--- src/rtl/spi_stat_pkg.sv ---
package spi_stat_pkg;

    localparam int REG_W  = 16;
    localparam int NFLAG  = 8;
    localparam int CS_POS = 11;

    // Flag indices, in the order used by the flag vector
    localparam int F_TXUDF  = 0;
    localparam int F_TXDONE = 1;
    localparam int F_RXDONE = 2;
    localparam int F_RXOVF  = 3;
    localparam int F_CSERR  = 4;
    localparam int F_CSRISE = 5;
    localparam int F_CSFALL = 6;
    localparam int F_RDY    = 7;

    // Bit position of each flag in the status word
    localparam int FLAG_POS [NFLAG] = '{4, 5, 6, 7, 12, 13, 14, 15};

    // Flags that are forced clear while the controller is disabled
    localparam logic [NFLAG-1:0] EN_KILL_MASK = 8'b0010_1111;

    typedef enum logic {
        FLAG_CLEAR = 1'b0,
        FLAG_HELD  = 1'b1
    } flag_state_e;

endpackage

--- src/rtl/spi_stat_flag.sv ---
module spi_stat_flag
    import spi_stat_pkg::*;
(
    input  logic clk,
    input  logic rst_n,
    input  logic set_i,
    input  logic clr_i,
    input  logic kill_i,
    output logic q_o
);

    flag_state_e state_q;
    flag_state_e state_d;

    always_ff @(posedge clk) begin
        if (!rst_n) state_q <= FLAG_CLEAR;
        else        state_q <= state_d;
    end

    always_comb begin
        state_d = state_q;
        unique case (state_q)
            FLAG_CLEAR: if (!kill_i && set_i)             state_d = FLAG_HELD;
            FLAG_HELD:  if (kill_i || (clr_i && !set_i))  state_d = FLAG_CLEAR;
        endcase
    end

    always_comb begin
        q_o = (state_q == FLAG_HELD);
    end

    // An unkilled event leaves the flag set, even against a clear
    assert_set_wins_R3: assert property (@(posedge clk) disable iff (!rst_n)
        (set_i && !kill_i) |=> q_o);

    // A clearing write with no event removes the flag
    assert_w1c_clears_R3: assert property (@(posedge clk) disable iff (!rst_n)
        (clr_i && !set_i) |=> !q_o);

    // Kill holds the flag low
    assert_kill_clear_R5: assert property (@(posedge clk) disable iff (!rst_n)
        kill_i |=> !q_o);

    // With no stimulus a set flag stays set
    assert_sticky_R2: assert property (@(posedge clk) disable iff (!rst_n)
        (q_o && !clr_i && !kill_i) |=> q_o);

endmodule

--- src/rtl/spi_stat_cs_sync.sv ---
module spi_stat_cs_sync #(
    parameter int STAGES = 2
) (
    input  logic clk,
    input  logic rst_n,
    input  logic cs_n_i,
    output logic cs_lvl_o
);

    localparam int LAST = STAGES - 1;

    logic [LAST:0] pipe_q;

    generate
        if (STAGES == 1) begin : g_single
            always_ff @(posedge clk) begin
                if (!rst_n) pipe_q <= '1;
                else        pipe_q <= cs_n_i;
            end
        end else begin : g_chain
            always_ff @(posedge clk) begin
                if (!rst_n) pipe_q <= '1;
                else        pipe_q <= {pipe_q[LAST-1:0], cs_n_i};
            end
        end
    endgenerate

    assign cs_lvl_o = pipe_q[LAST];

endmodule

--- src/rtl/spi_stat_rdy_edge.sv ---
module spi_stat_rdy_edge (
    input  logic       clk,
    input  logic       rst_n,
    input  logic       rdy_pin_i,
    input  logic       miso_pin_i,
    input  logic [1:0] mode_i,
    input  logic       rise_i,
    output logic       edge_o
);

    logic rdy_prev_q;
    logic miso_prev_q;
    logic line_now;
    logic line_prev;

    // Both lines are tracked always, so switching modes never creates a false edge
    always_ff @(posedge clk) begin
        if (!rst_n) begin
            rdy_prev_q  <= 1'b0;
            miso_prev_q <= 1'b0;
        end else begin
            rdy_prev_q  <= rdy_pin_i;
            miso_prev_q <= miso_pin_i;
        end
    end

    always_comb begin
        line_now  = mode_i[0] ? miso_pin_i  : rdy_pin_i;
        line_prev = mode_i[0] ? miso_prev_q : rdy_prev_q;
        if (!mode_i[1])  edge_o = 1'b0;
        else if (rise_i) edge_o = line_now & ~line_prev;
        else             edge_o = ~line_now & line_prev;
    end

    assert_no_edge_idle_mode_R6: assert property (@(posedge clk) disable iff (!rst_n)
        !mode_i[1] |-> !edge_o);

endmodule

--- src/rtl/spi_stat_irq_merge.sv ---
module spi_stat_irq_merge
    import spi_stat_pkg::*;
(
    input  logic             clk,
    input  logic             rst_n,
    input  logic [NFLAG-1:0] flags_i,
    input  logic             ie_rdy_i,
    input  logic             ie_cs_i,
    input  logic             ie_rxovf_i,
    input  logic             ie_txudf_i,
    input  logic             rxovf_mask_i,
    input  logic             txudf_mask_i,
    output logic             irq_o
);

    logic [NFLAG-1:0] gated;
    logic             irq_q;

    always_comb begin
        gated           = '0;
        gated[F_RDY]    = flags_i[F_RDY]    & ie_rdy_i;
        gated[F_CSFALL] = flags_i[F_CSFALL] & ie_cs_i;
        gated[F_CSRISE] = flags_i[F_CSRISE] & ie_cs_i;
        gated[F_CSERR]  = flags_i[F_CSERR];
        gated[F_RXOVF]  = flags_i[F_RXOVF]  & ie_rxovf_i & ~rxovf_mask_i;
        gated[F_RXDONE] = flags_i[F_RXDONE];
        gated[F_TXDONE] = flags_i[F_TXDONE];
        gated[F_TXUDF]  = flags_i[F_TXUDF]  & ie_txudf_i & ~txudf_mask_i;
    end

    always_ff @(posedge clk) begin
        if (!rst_n) irq_q <= 1'b0;
        else        irq_q <= |gated;
    end

    assign irq_o = irq_q;

    assert_cserr_irq_R8: assert property (@(posedge clk) disable iff (!rst_n)
        flags_i[F_CSERR] |=> irq_o);

    assert_quiet_irq_R8: assert property (@(posedge clk) disable iff (!rst_n)
        (flags_i == '0) |=> !irq_o);

endmodule

--- src/rtl/spi_stat_reg.sv ---
module spi_stat_reg
    import spi_stat_pkg::*;
#(
    parameter int SYNC_STAGES = 2
) (
    input  logic             clk,
    input  logic             rst_n,
    input  logic             reg_wr,
    input  logic [REG_W-1:0] reg_wdata,
    output logic [REG_W-1:0] reg_rdata,
    input  logic             cs_n_raw,
    input  logic             ev_cs_fall,
    input  logic             ev_cs_rise,
    input  logic             ev_cs_err,
    input  logic             ev_rx_ovf,
    input  logic             ev_rx_done,
    input  logic             ev_tx_done,
    input  logic             ev_tx_udf,
    input  logic             rdy_pin,
    input  logic             miso_pin,
    input  logic [1:0]       flow_mode,
    input  logic             flow_rise,
    input  logic             ctl_en,
    input  logic             ctl_tim,
    input  logic             ctl_rxovf_mask,
    input  logic             ctl_txudf_mask,
    input  logic             ie_rdy,
    input  logic             ie_cs,
    input  logic             ie_rxovf,
    input  logic             ie_txudf,
    output logic             irq
);

    logic [NFLAG-1:0] flag_set;
    logic [NFLAG-1:0] flag_clr;
    logic [NFLAG-1:0] flag_kill;
    logic [NFLAG-1:0] flag_q;
    logic             rdy_edge;
    logic             cs_lvl;
    logic             unused_wbits;

    assign unused_wbits = ^{reg_wdata[10:8], reg_wdata[CS_POS], reg_wdata[3:0]};

    spi_stat_rdy_edge u_rdy_edge (
        .clk        (clk),
        .rst_n      (rst_n),
        .rdy_pin_i  (rdy_pin),
        .miso_pin_i (miso_pin),
        .mode_i     (flow_mode),
        .rise_i     (flow_rise),
        .edge_o     (rdy_edge)
    );

    spi_stat_cs_sync #(.STAGES(SYNC_STAGES)) u_cs_sync (
        .clk      (clk),
        .rst_n    (rst_n),
        .cs_n_i   (cs_n_raw),
        .cs_lvl_o (cs_lvl)
    );

    always_comb begin
        flag_set           = '0;
        flag_set[F_TXUDF]  = ev_tx_udf;
        flag_set[F_TXDONE] = ev_tx_done & ctl_tim;
        flag_set[F_RXDONE] = ev_rx_done & ~ctl_tim;
        flag_set[F_RXOVF]  = ev_rx_ovf;
        flag_set[F_CSERR]  = ev_cs_err;
        flag_set[F_CSRISE] = ev_cs_rise;
        flag_set[F_CSFALL] = ev_cs_fall;
        flag_set[F_RDY]    = rdy_edge;
    end

    generate
        for (genvar i = 0; i < NFLAG; i++) begin : g_flag
            assign flag_clr[i]  = reg_wr & reg_wdata[FLAG_POS[i]];
            assign flag_kill[i] = EN_KILL_MASK[i] & ~ctl_en;

            spi_stat_flag u_flag (
                .clk    (clk),
                .rst_n  (rst_n),
                .set_i  (flag_set[i]),
                .clr_i  (flag_clr[i]),
                .kill_i (flag_kill[i]),
                .q_o    (flag_q[i])
            );
        end
    endgenerate

    always_comb begin
        reg_rdata = '0;
        for (int i = 0; i < NFLAG; i++) reg_rdata[FLAG_POS[i]] = flag_q[i];
        reg_rdata[CS_POS] = cs_lvl;
    end

    spi_stat_irq_merge u_irq (
        .clk          (clk),
        .rst_n        (rst_n),
        .flags_i      (flag_q),
        .ie_rdy_i     (ie_rdy),
        .ie_cs_i      (ie_cs),
        .ie_rxovf_i   (ie_rxovf),
        .ie_txudf_i   (ie_txudf),
        .rxovf_mask_i (ctl_rxovf_mask),
        .txudf_mask_i (ctl_txudf_mask),
        .irq_o        (irq)
    );

    assert_rx_gate_R7: assert property (@(posedge clk) disable iff (!rst_n)
        (ctl_tim && !reg_rdata[6]) |=> !reg_rdata[6]);

    assert_tx_gate_R7: assert property (@(posedge clk) disable iff (!rst_n)
        (!ctl_tim && !reg_rdata[5]) |=> !reg_rdata[5]);

    assert_fall_survives_disable_R5: assert property (@(posedge clk) disable iff (!rst_n)
        (reg_rdata[14] && !reg_wr) |=> reg_rdata[14]);

    assert_reserved_zero_R4: assert property (@(posedge clk) disable iff (!rst_n)
        (reg_rdata[10:8] == 3'b000) && (reg_rdata[3:0] == 4'b0000));

endmodule

--- config.mk ---
export PLATFORM = sky130hd
export DESIGN_NAME = spi_stat_reg
export DESIGN_NICKNAME = d
export VERILOG_FILES = /design/src/rtl/spi_stat_pkg.sv /design/src/rtl/spi_stat_flag.sv /design/src/rtl/spi_stat_cs_sync.sv /design/src/rtl/spi_stat_rdy_edge.sv /design/src/rtl/spi_stat_irq_merge.sv /design/src/rtl/spi_stat_reg.sv
export SDC_FILE = /design/constraint.sdc
export NUM_CORES = 1
export LEC_CHECK = 0
export ABC_CLOCK_PERIOD_IN_PS = 1600
export BUFFER_PORTS_ARGS = -buffer_cell sky130_fd_sc_hd__clkbuf_2
export CORE_MARGIN = 1.5
export CORE_UTILIZATION = 36
export CTS_CLUSTER_SIZE = 10
export DETAILED_ROUTE_END_ITERATION = 8
export GPL_TIMING_DRIVEN = 1
export PLACE_DENSITY = 0.72
export SYNTH_ARGS = -nofsm -noshare
export SYNTH_HDL_FRONTEND = slang
export SYNTH_HIERARCHICAL = 1
export SYNTH_SLANG_ARGS = --single-unit
export TNS_END_PERCENT = 10
--- constraint.sdc ---
create_clock -name clk -period 1.6 [get_ports clk]
set_clock_uncertainty 0.1 [all_clocks]
set_input_delay 0.08 -clock clk [delete_from_list [all_inputs] [get_ports clk]]
set_output_delay 0.08 -clock clk [all_outputs]
set_load 0.01 [all_outputs]
== Word-level counts from Yosys, hierarchy flattened ==
Cells that the tools add are included.
Storage, ports and cells
  register bits after elaboration: 13
  input port bits: 40
  output and inout port bits: 17
  logic and storage cells: 100
Cells by class
  mux-type cells: 28
  bitwise logic cells: 33
  reductions and logical operators: 27
Operators by type and width (count)
  two-way mux 1 bit: 20
  bitwise AND 1 bit: 19
  one-hot mux 1 bit (2 select lines): 8
  inverter 1 bit: 14
  logical AND 1 bit: 13
  zero test 1 bit: 8
  OR reduction 8 bit: 1
  logical OR 1 bit: 5

== Depth between registers and ports, before layout ==
Gate-level depths: netlist of the first run.
  word-level depth: 9
  gate-level depth with buffers: 4
  depth with buffers taken out: 4

== Modules after synthesis ==
Netlist of the first run, hierarchy kept.
Modules (own cells, without submodules)
  spi_stat_flag: times used 8, cells an instance 4, area each 40.0 um^2, sequential area each 20.0 um^2
  spi_stat_reg: times used 1, cells an instance 20, area each 130.1 um^2, sequential area each 0.0 um^2
  spi_stat_rdy_edge: times used 1, cells an instance 11, area each 97.6 um^2, sequential area each 40.0 um^2
  spi_stat_irq_merge: times used 1, cells an instance 8, area each 66.3 um^2, sequential area each 20.0 um^2
  spi_stat_cs_sync: times used 1, cells an instance 4, area each 52.6 um^2, sequential area each 40.0 um^2

== Least setup slack after synthesis of the first run ==
OpenSTA, ideal clock, no wires.
  path kind: reg2reg
  start point: register u_rdy_edge.rdy_prev_q
  end point: register g_flag[7].u_flag.state_q
  library setup time: 0.116 ns
  data arrival time: 1.017 ns
  data required time: 1.384 ns
  slack: 0.366 ns
  cell stages (with the launch flop): 5
  buffers on the path: 0
  clock period less this slack: 1.234 ns
  cell sequence: dfxtp_1 nor2b_1 a221o_1 and3_1 o211a_1
On the way
  cells in the longest elaborated chain, start to end: 9
  elaborated cells between the ends (all ways): 11
  classes of those cells: mux (6); bitwise (3); reduce/logical (2)
RTL lines
  start: declaration: line spi_stat_rdy_edge.sv:11  | logic rdy_prev_q;
  start signal: assignment: line spi_stat_rdy_edge.sv:22  | rdy_prev_q <= rdy_pin_i;
  two-way mux 1 bit (*): line spi_stat_rdy_edge.sv:29  | line_prev = mode_i[0] ? miso_prev_q : rdy_prev_q;
  inverter 1 bit: line spi_stat_rdy_edge.sv:31  | else if (rise_i) edge_o = line_now & ~line_prev;
  bitwise AND 1 bit: line spi_stat_rdy_edge.sv:31
  two-way mux 1 bit (*): line spi_stat_rdy_edge.sv:31
  two-way mux 1 bit (*): line spi_stat_rdy_edge.sv:30  | if (!mode_i[1]) edge_o = 1'b0;
  via flag_set[7]: line spi_stat_reg.sv:34  | logic [NFLAG-1:0] flag_set;
  zero test 1 bit: line spi_stat_flag.sv:24  | FLAG_HELD: if (kill_i || (clr_i && !set_i)) state_d = FLAG_CLEAR;
  logical AND 1 bit: line spi_stat_flag.sv:24
  two-way mux 1 bit: line spi_stat_flag.sv:24
  one-hot mux 1 bit (2 select lines) (*): line spi_stat_flag.sv:22  | unique case (state_q)
  end signal: assignment: line spi_stat_flag.sv:17  | else state_q <= state_d;
  end: declaration: line spi_stat_flag.sv:12  | flag_state_e state_q;
The timed path passes the listed nets; every way through them passes the cells marked *.
A chain may end at the register's enable or synchronous reset.

== Final worst setup path of the first run ==
  start point: input port rdy_pin
  end point: register g_flag[7].u_flag.state_q
On the way
  cells in the longest elaborated chain, start to end: 9
  elaborated cells between the ends (all ways): 11
  classes of those cells: mux (6); bitwise (3); reduce/logical (2)
RTL lines
  start: declaration: line spi_stat_reg.sv:19  | input logic rdy_pin,
  two-way mux 1 bit (*): line spi_stat_rdy_edge.sv:28  | line_now = mode_i[0] ? miso_pin_i : rdy_pin_i;
  inverter 1 bit: line spi_stat_rdy_edge.sv:32  | else edge_o = ~line_now & line_prev;
  bitwise AND 1 bit: line spi_stat_rdy_edge.sv:32
  two-way mux 1 bit (*): line spi_stat_rdy_edge.sv:31
  two-way mux 1 bit (*): line spi_stat_rdy_edge.sv:30
  via flag_set[7]: line spi_stat_reg.sv:34
  zero test 1 bit: line spi_stat_flag.sv:24
  logical AND 1 bit: line spi_stat_flag.sv:24
  two-way mux 1 bit: line spi_stat_flag.sv:24
  one-hot mux 1 bit (2 select lines) (*): line spi_stat_flag.sv:22
Marked as above.

==> results of run 1 <==
[how the worst max path moves through the flow]
stage	endpoint	slack [ns]	cells past startpoint
2_1_floorplan	g_flag[7].u_flag/q_o	0.37	4
3_3_place_gp	g_flag[7].u_flag/q_o	0.34	4
3_5_place_dp	g_flag[7].u_flag/q_o	0.28	4
4_1_cts	g_flag[7].u_flag/q_o	0.21	6
5_1_grt	g_flag[7].u_flag/q_o	0.18	6
6_report	g_flag[7].u_flag/q_o	0.22	6
[report_power, final]
part	internal, mW	total [mW]	switching, mW
Sequential	0.339	0.348	0.00897
Clock	0.0966	0.198	0.101
Combinational	0.0767	0.135	0.0581
[metrics by stage]
stage | power, mW | instance area (um2)
after global routing | 0.726 | 983
after CTS | 0.691 | 983
after floorplan | 0.425 | 701
after detailed placement | 0.476 | 877
after global placement | 0.471 | 877
final | 0.681 | 983
[worst max-delay path: stages]
cell	delay (ns)
dlygate4sd3_1	0.52
clkbuf_2	0.12
nor2_1	0.05
a221o_1	0.29
and3_1	0.18
o211a_1	0.21
[cell usage after synthesis (2+ instances only)]
library cell  number  area (um2)
dfxtp_1           13         260
and2_1            11        68.8
nor2b_1           10        62.6
inv_1              9        33.8
buf_4              8        60.1
o211a_1            8        80.1
nand2_1            3        11.3
nand2b_1           3        18.8
nor2_1             2        7.51
[routing by layer]
layer,wire [um],GRT usage,up-vias
met3,119,0.0595,2
met2,806,0.314,32
li1,-,-,335
met1,606,0.159,274
met4,9,0.0514,0
met5,0,0,-
[cell type report]
| class | instances | area (um2) |
|---|---|---|
| Tap cell | 25 | 31.3 |
| Clock buffer | 4 | 26.3 |
| Fill cell | 174 | 743 |
| Timing Repair Buffer | 49 | 285 |
| Multi-Input combinational cell | 54 | 347 |
| Inverter | 9 | 33.8 |
| Sequential cell | 13 | 260 |
[cell families after synthesis]
logic type             share of synthesized area
AO/OA/AOI/OAI                              0.201
buffers and inverters                      0.141
AND/OR/NAND/NOR                            0.263
flip-flops                                 0.390
other                                    0.00562
[repair_timing]
action,CTS,global route
setup buffers,0,0
endpoints found under the hold margin,8,0
hold buffers,8,0
[sequential cells by signal, summed over array words and instances, names as in the netlist]
signal,count
g_flag.u_flag/q_o,8
u_cs_sync/pipe_q,2
u_irq/irq_o,1
u_rdy_edge/miso_prev_q,1
u_rdy_edge/rdy_prev_q,1
==> impl_metrics.ini, run 1 <==
[worst_hold_path]
min_from = ctl_txudf_mask
min_to = u_irq/irq_o
hold_depth = 3
hp-class = input pin to flop

[global_routing]
grt_overflow_total = 0
antenna_found_initial = 0
grtUsageTotal = 0.164
grt_first_pass_wirelength_um = 2370
grt_pass1_vias = 610
grt_max_degree = 14

[drt]
antenna_left = 0
dr_total_vias = 643
via_per_inst = 4.18
wirelength_um = 1540
drt_pass1_iterations = 3
route.detailed.drc = 0
drtIter0Drc = 2
routedWlPerCell_um = 10.0

[clock_tree]
cts_resized = 0
cts_tree = yes
cts_buffer_depth = 2
cts_buffers = 3
cts_sinks = 13
insertion_delay_ns = 0.27
root_buffer = clkbuf_4
htreeDepth = 1
path_clk_slew_ns = 0.07

[floorplanning]
row_count = 15
die_x_um = 46.0
floorplan.initialDensity = 0.386
fp.coreArea_um2 = 1730
ios = 57
die_y_um = 46.0
die_area_um2 = 2120

[worst_setup_path]
crit_arrival_ns = 1.44
crit_type = input pin to flop
startpoint = rdy_pin
r2r_end = g_flag[7].u_flag/q_o
critPathMaxFanout = 3
r2r_cells = 4
r2r-start = u_rdy_edge/rdy_prev_q
start_kind = input pin
endpoint_kind = flop
critPathRequiredTime_ns = 1.67
r2r_slack_ns = 0.29

[power]
power_density_nw_per_um2 = 692
p_leak_nw = 0.583
vdd_drop_max_uv = 525

[outcome]
status = finished clean

[yosys]
synthesis.area_um2 = 667
yosysSeqAreaShare = 0.390
ys_ff_latch = 13
synth_edf_count = 0
syn_area_per_cell_um2 = 8.89
netlist_instances = 75
synth_flop_cell = dfxtp_1
yosys_warnings = 6
async_flop_share = 0
yosys.cell_types.count = 17

[run]
drv_cap = 0

[timing]
setup_viol = 0
hold_ws_ns = 0.0276
period_minus_slack_ns = 1.38
hold_viol_final = 0
fin_ws_ns = 0.225
fmax_mhz = 727
min_period_over_period = 0.859
rsz0062_at_grt = false
finalSetupTns_ns = 0
drv_slew = 0

[placement]
port_buffers = 41
hpwl_um = 1190
placed_cells = 142
gp_congestion = 0.692
pre_cts_ws_ns = 0.280

[finish]
fin_cells = 154
final_common_cell = clkbuf_2
antenna_cells = 0
drive_gt1_frac = 0.349
utilization = 0.570
nets = 170
mostFrequentLayoutCells = 41 x clkbuf_2, 13 x dfxtp_1, 11 x and2_1
area_delta_synth_final_pct = 47.5
No activity file was read; power rests on OpenSTA's default activity.
==> run 2: changes to the inputs <==
--- a/config.mk
+++ b/config.mk
@@ -12,6 +12,7 @@
 export CTS_CLUSTER_SIZE = 10
 export DETAILED_ROUTE_END_ITERATION = 8
 export GPL_TIMING_DRIVEN = 1
+export MAX_ROUTING_LAYER = met4
 export PLACE_DENSITY = 0.72
 export SYNTH_ARGS = -nofsm -noshare
 export SYNTH_HDL_FRONTEND = slang
==> run 2 against run 1 <==
Final area unchanged; combinational power about the same; routed wire length unchanged; flip-flop and latch count unchanged; largest cell class unchanged.
==> impl_metrics.ini, run 2 (same netlist as run 1, synthesis figures left out) <==
[outcome]
status = finished clean

[floorplanning]
floorplan.initialDensity = 0.386
row_count = 15
die_y_um = 46.0
die_area_um2 = 2120
fp.coreArea_um2 = 1730
ios = 57
die_x_um = 46.0

[power]
p_sw_frac = 0.247
p_comb_frac = 0.198
p_clk_frac = 0.291
p_int_mw = 0.513
p_leak_nw = 0.583
p_switching_mw = 0.169
power_density_nw_per_um2 = 693
p_seq_frac = 0.511
power_mw = 0.681
vdd_drop_max_uv = 526

[worst_setup_path]
critPathRequiredTime_ns = 1.67
endpoint_kind = flop
r2r_slack_ns = 0.29
r2r-start = u_rdy_edge/rdy_prev_q
r2r_cells = 4
r2r_end = g_flag[7].u_flag/q_o
crit_type = input pin to flop
crit_arrival_ns = 1.44
start_kind = input pin
critPathMaxFanout = 3

[clock_tree]
cts_sinks = 13
root_buffer = clkbuf_4
insertion_delay_ns = 0.27
path_clk_slew_ns = 0.07
cts_buffers = 3
cts_tree = yes
htreeDepth = 1
cts_resized = 0
cts_buffer_depth = 2
post_cts_buffers = 0

[finish]
nets = 170
largest_reg_flops = 8
antenna_cells = 0
drive_gt1_frac = 0.349
final_common_cell = clkbuf_2
mostFrequentLayoutCells = 41 x clkbuf_2, 13 x dfxtp_1, 11 x and2_1
area_delta_synth_final_pct = 47.5

[global_routing]
grt_overflow_total = 0
grt_pass1_vias = 610
antenna_found_initial = 0
grtUsageTotal = 0.169
grt_first_pass_wirelength_um = 2380
grt_max_degree = 14

[timing]
setup_viol = 0
drv_slew = 0
min_period_over_period = 0.859
fmax_mhz = 727
rsz0062_at_grt = false
fin_ws_ns = 0.225
period_minus_slack_ns = 1.37
finalSetupTns_ns = 0
hold_ws_ns = 0.0272
hold_viol_final = 0

[drt]
wirelength_um = 1540
routedWlPerCell_um = 10.0
dr_total_vias = 643
drtIter0Drc = 2
drt_pass1_iterations = 3
via_per_inst = 4.18
antenna_left = 0
route.detailed.drc = 0

[worst_hold_path]
min_from = ctl_txudf_mask
min_to = u_irq/irq_o
hold_depth = 3
hp-class = input pin to flop

[placement]
gp_congestion = 0.699
pre_cts_ws_ns = 0.280
port_buffers = 41
hpwl_um = 1190

[run]
drv_cap = 0
-- run 2: area by class of cell --
type,instances,area [um2]
tap,25,31.3
clock buffer,4,26.3
fill,174,743
multi-input combinational,54,347
timing repair buffer,49,285
sequential,13,260
inverter,9,33.8
-- run 2: layer usage --
layer	vias to the layer above	global-route usage	wire [um]
li1	335	-	-
met1	274	0.159	602
met2	32	0.314	806
met3	2	0.0595	123
met4	0	0.0514	9
met5	-	-	0
-- run 2: what timing repair did --
action / in CTS / in global routing
hold buffers: 8 / 0
endpoints found under the hold margin: 8 / 0
endpoints found under the setup margin: 0 / 0
-- run 2: per-stage QoR --
step	utilization	instances	area, um2
2_1_floorplan	-	84	701
3_3_place_gp	0.508	142	877
3_5_place_dp	0.508	142	877
4_1_cts	0.570	154	983
5_1_grt	0.570	154	983
6_report	0.570	154	983
-- run 2: worst max-delay path, cell delays in order --
cell and delay (ns):
dlygate4sd3_1 0.52, clkbuf_2 0.12, nor2_1 0.05, a221o_1 0.29
and3_1 0.18, o211a_1 0.21
-- run 2: how the worst max path moves through the flow --
stage | cells past startpoint | from | slack (ns) | endpoint
2_1_floorplan | 4 | u_rdy_edge/rdy_prev_q | 0.37 | g_flag[7].u_flag/q_o
3_3_place_gp | 4 | u_rdy_edge/rdy_prev_q | 0.34 | g_flag[7].u_flag/q_o
3_5_place_dp | 4 | u_rdy_edge/rdy_prev_q | 0.28 | g_flag[7].u_flag/q_o
4_1_cts | 6 | rdy_pin | 0.21 | g_flag[7].u_flag/q_o
5_1_grt | 6 | rdy_pin | 0.18 | g_flag[7].u_flag/q_o
6_report | 6 | rdy_pin | 0.23 | g_flag[7].u_flag/q_o
-- run 2: power groups by stage --
stage	Combinational, mW	Sequential [mW]	Clock, mW
2_1_floorplan	0.0658	0.360	0
3_3_place_gp	0.116	0.355	0
3_5_place_dp	0.119	0.356	0
4_1_cts	0.135	0.349	0.207
5_1_grt	0.151	0.350	0.225
6_report	0.135	0.348	0.198
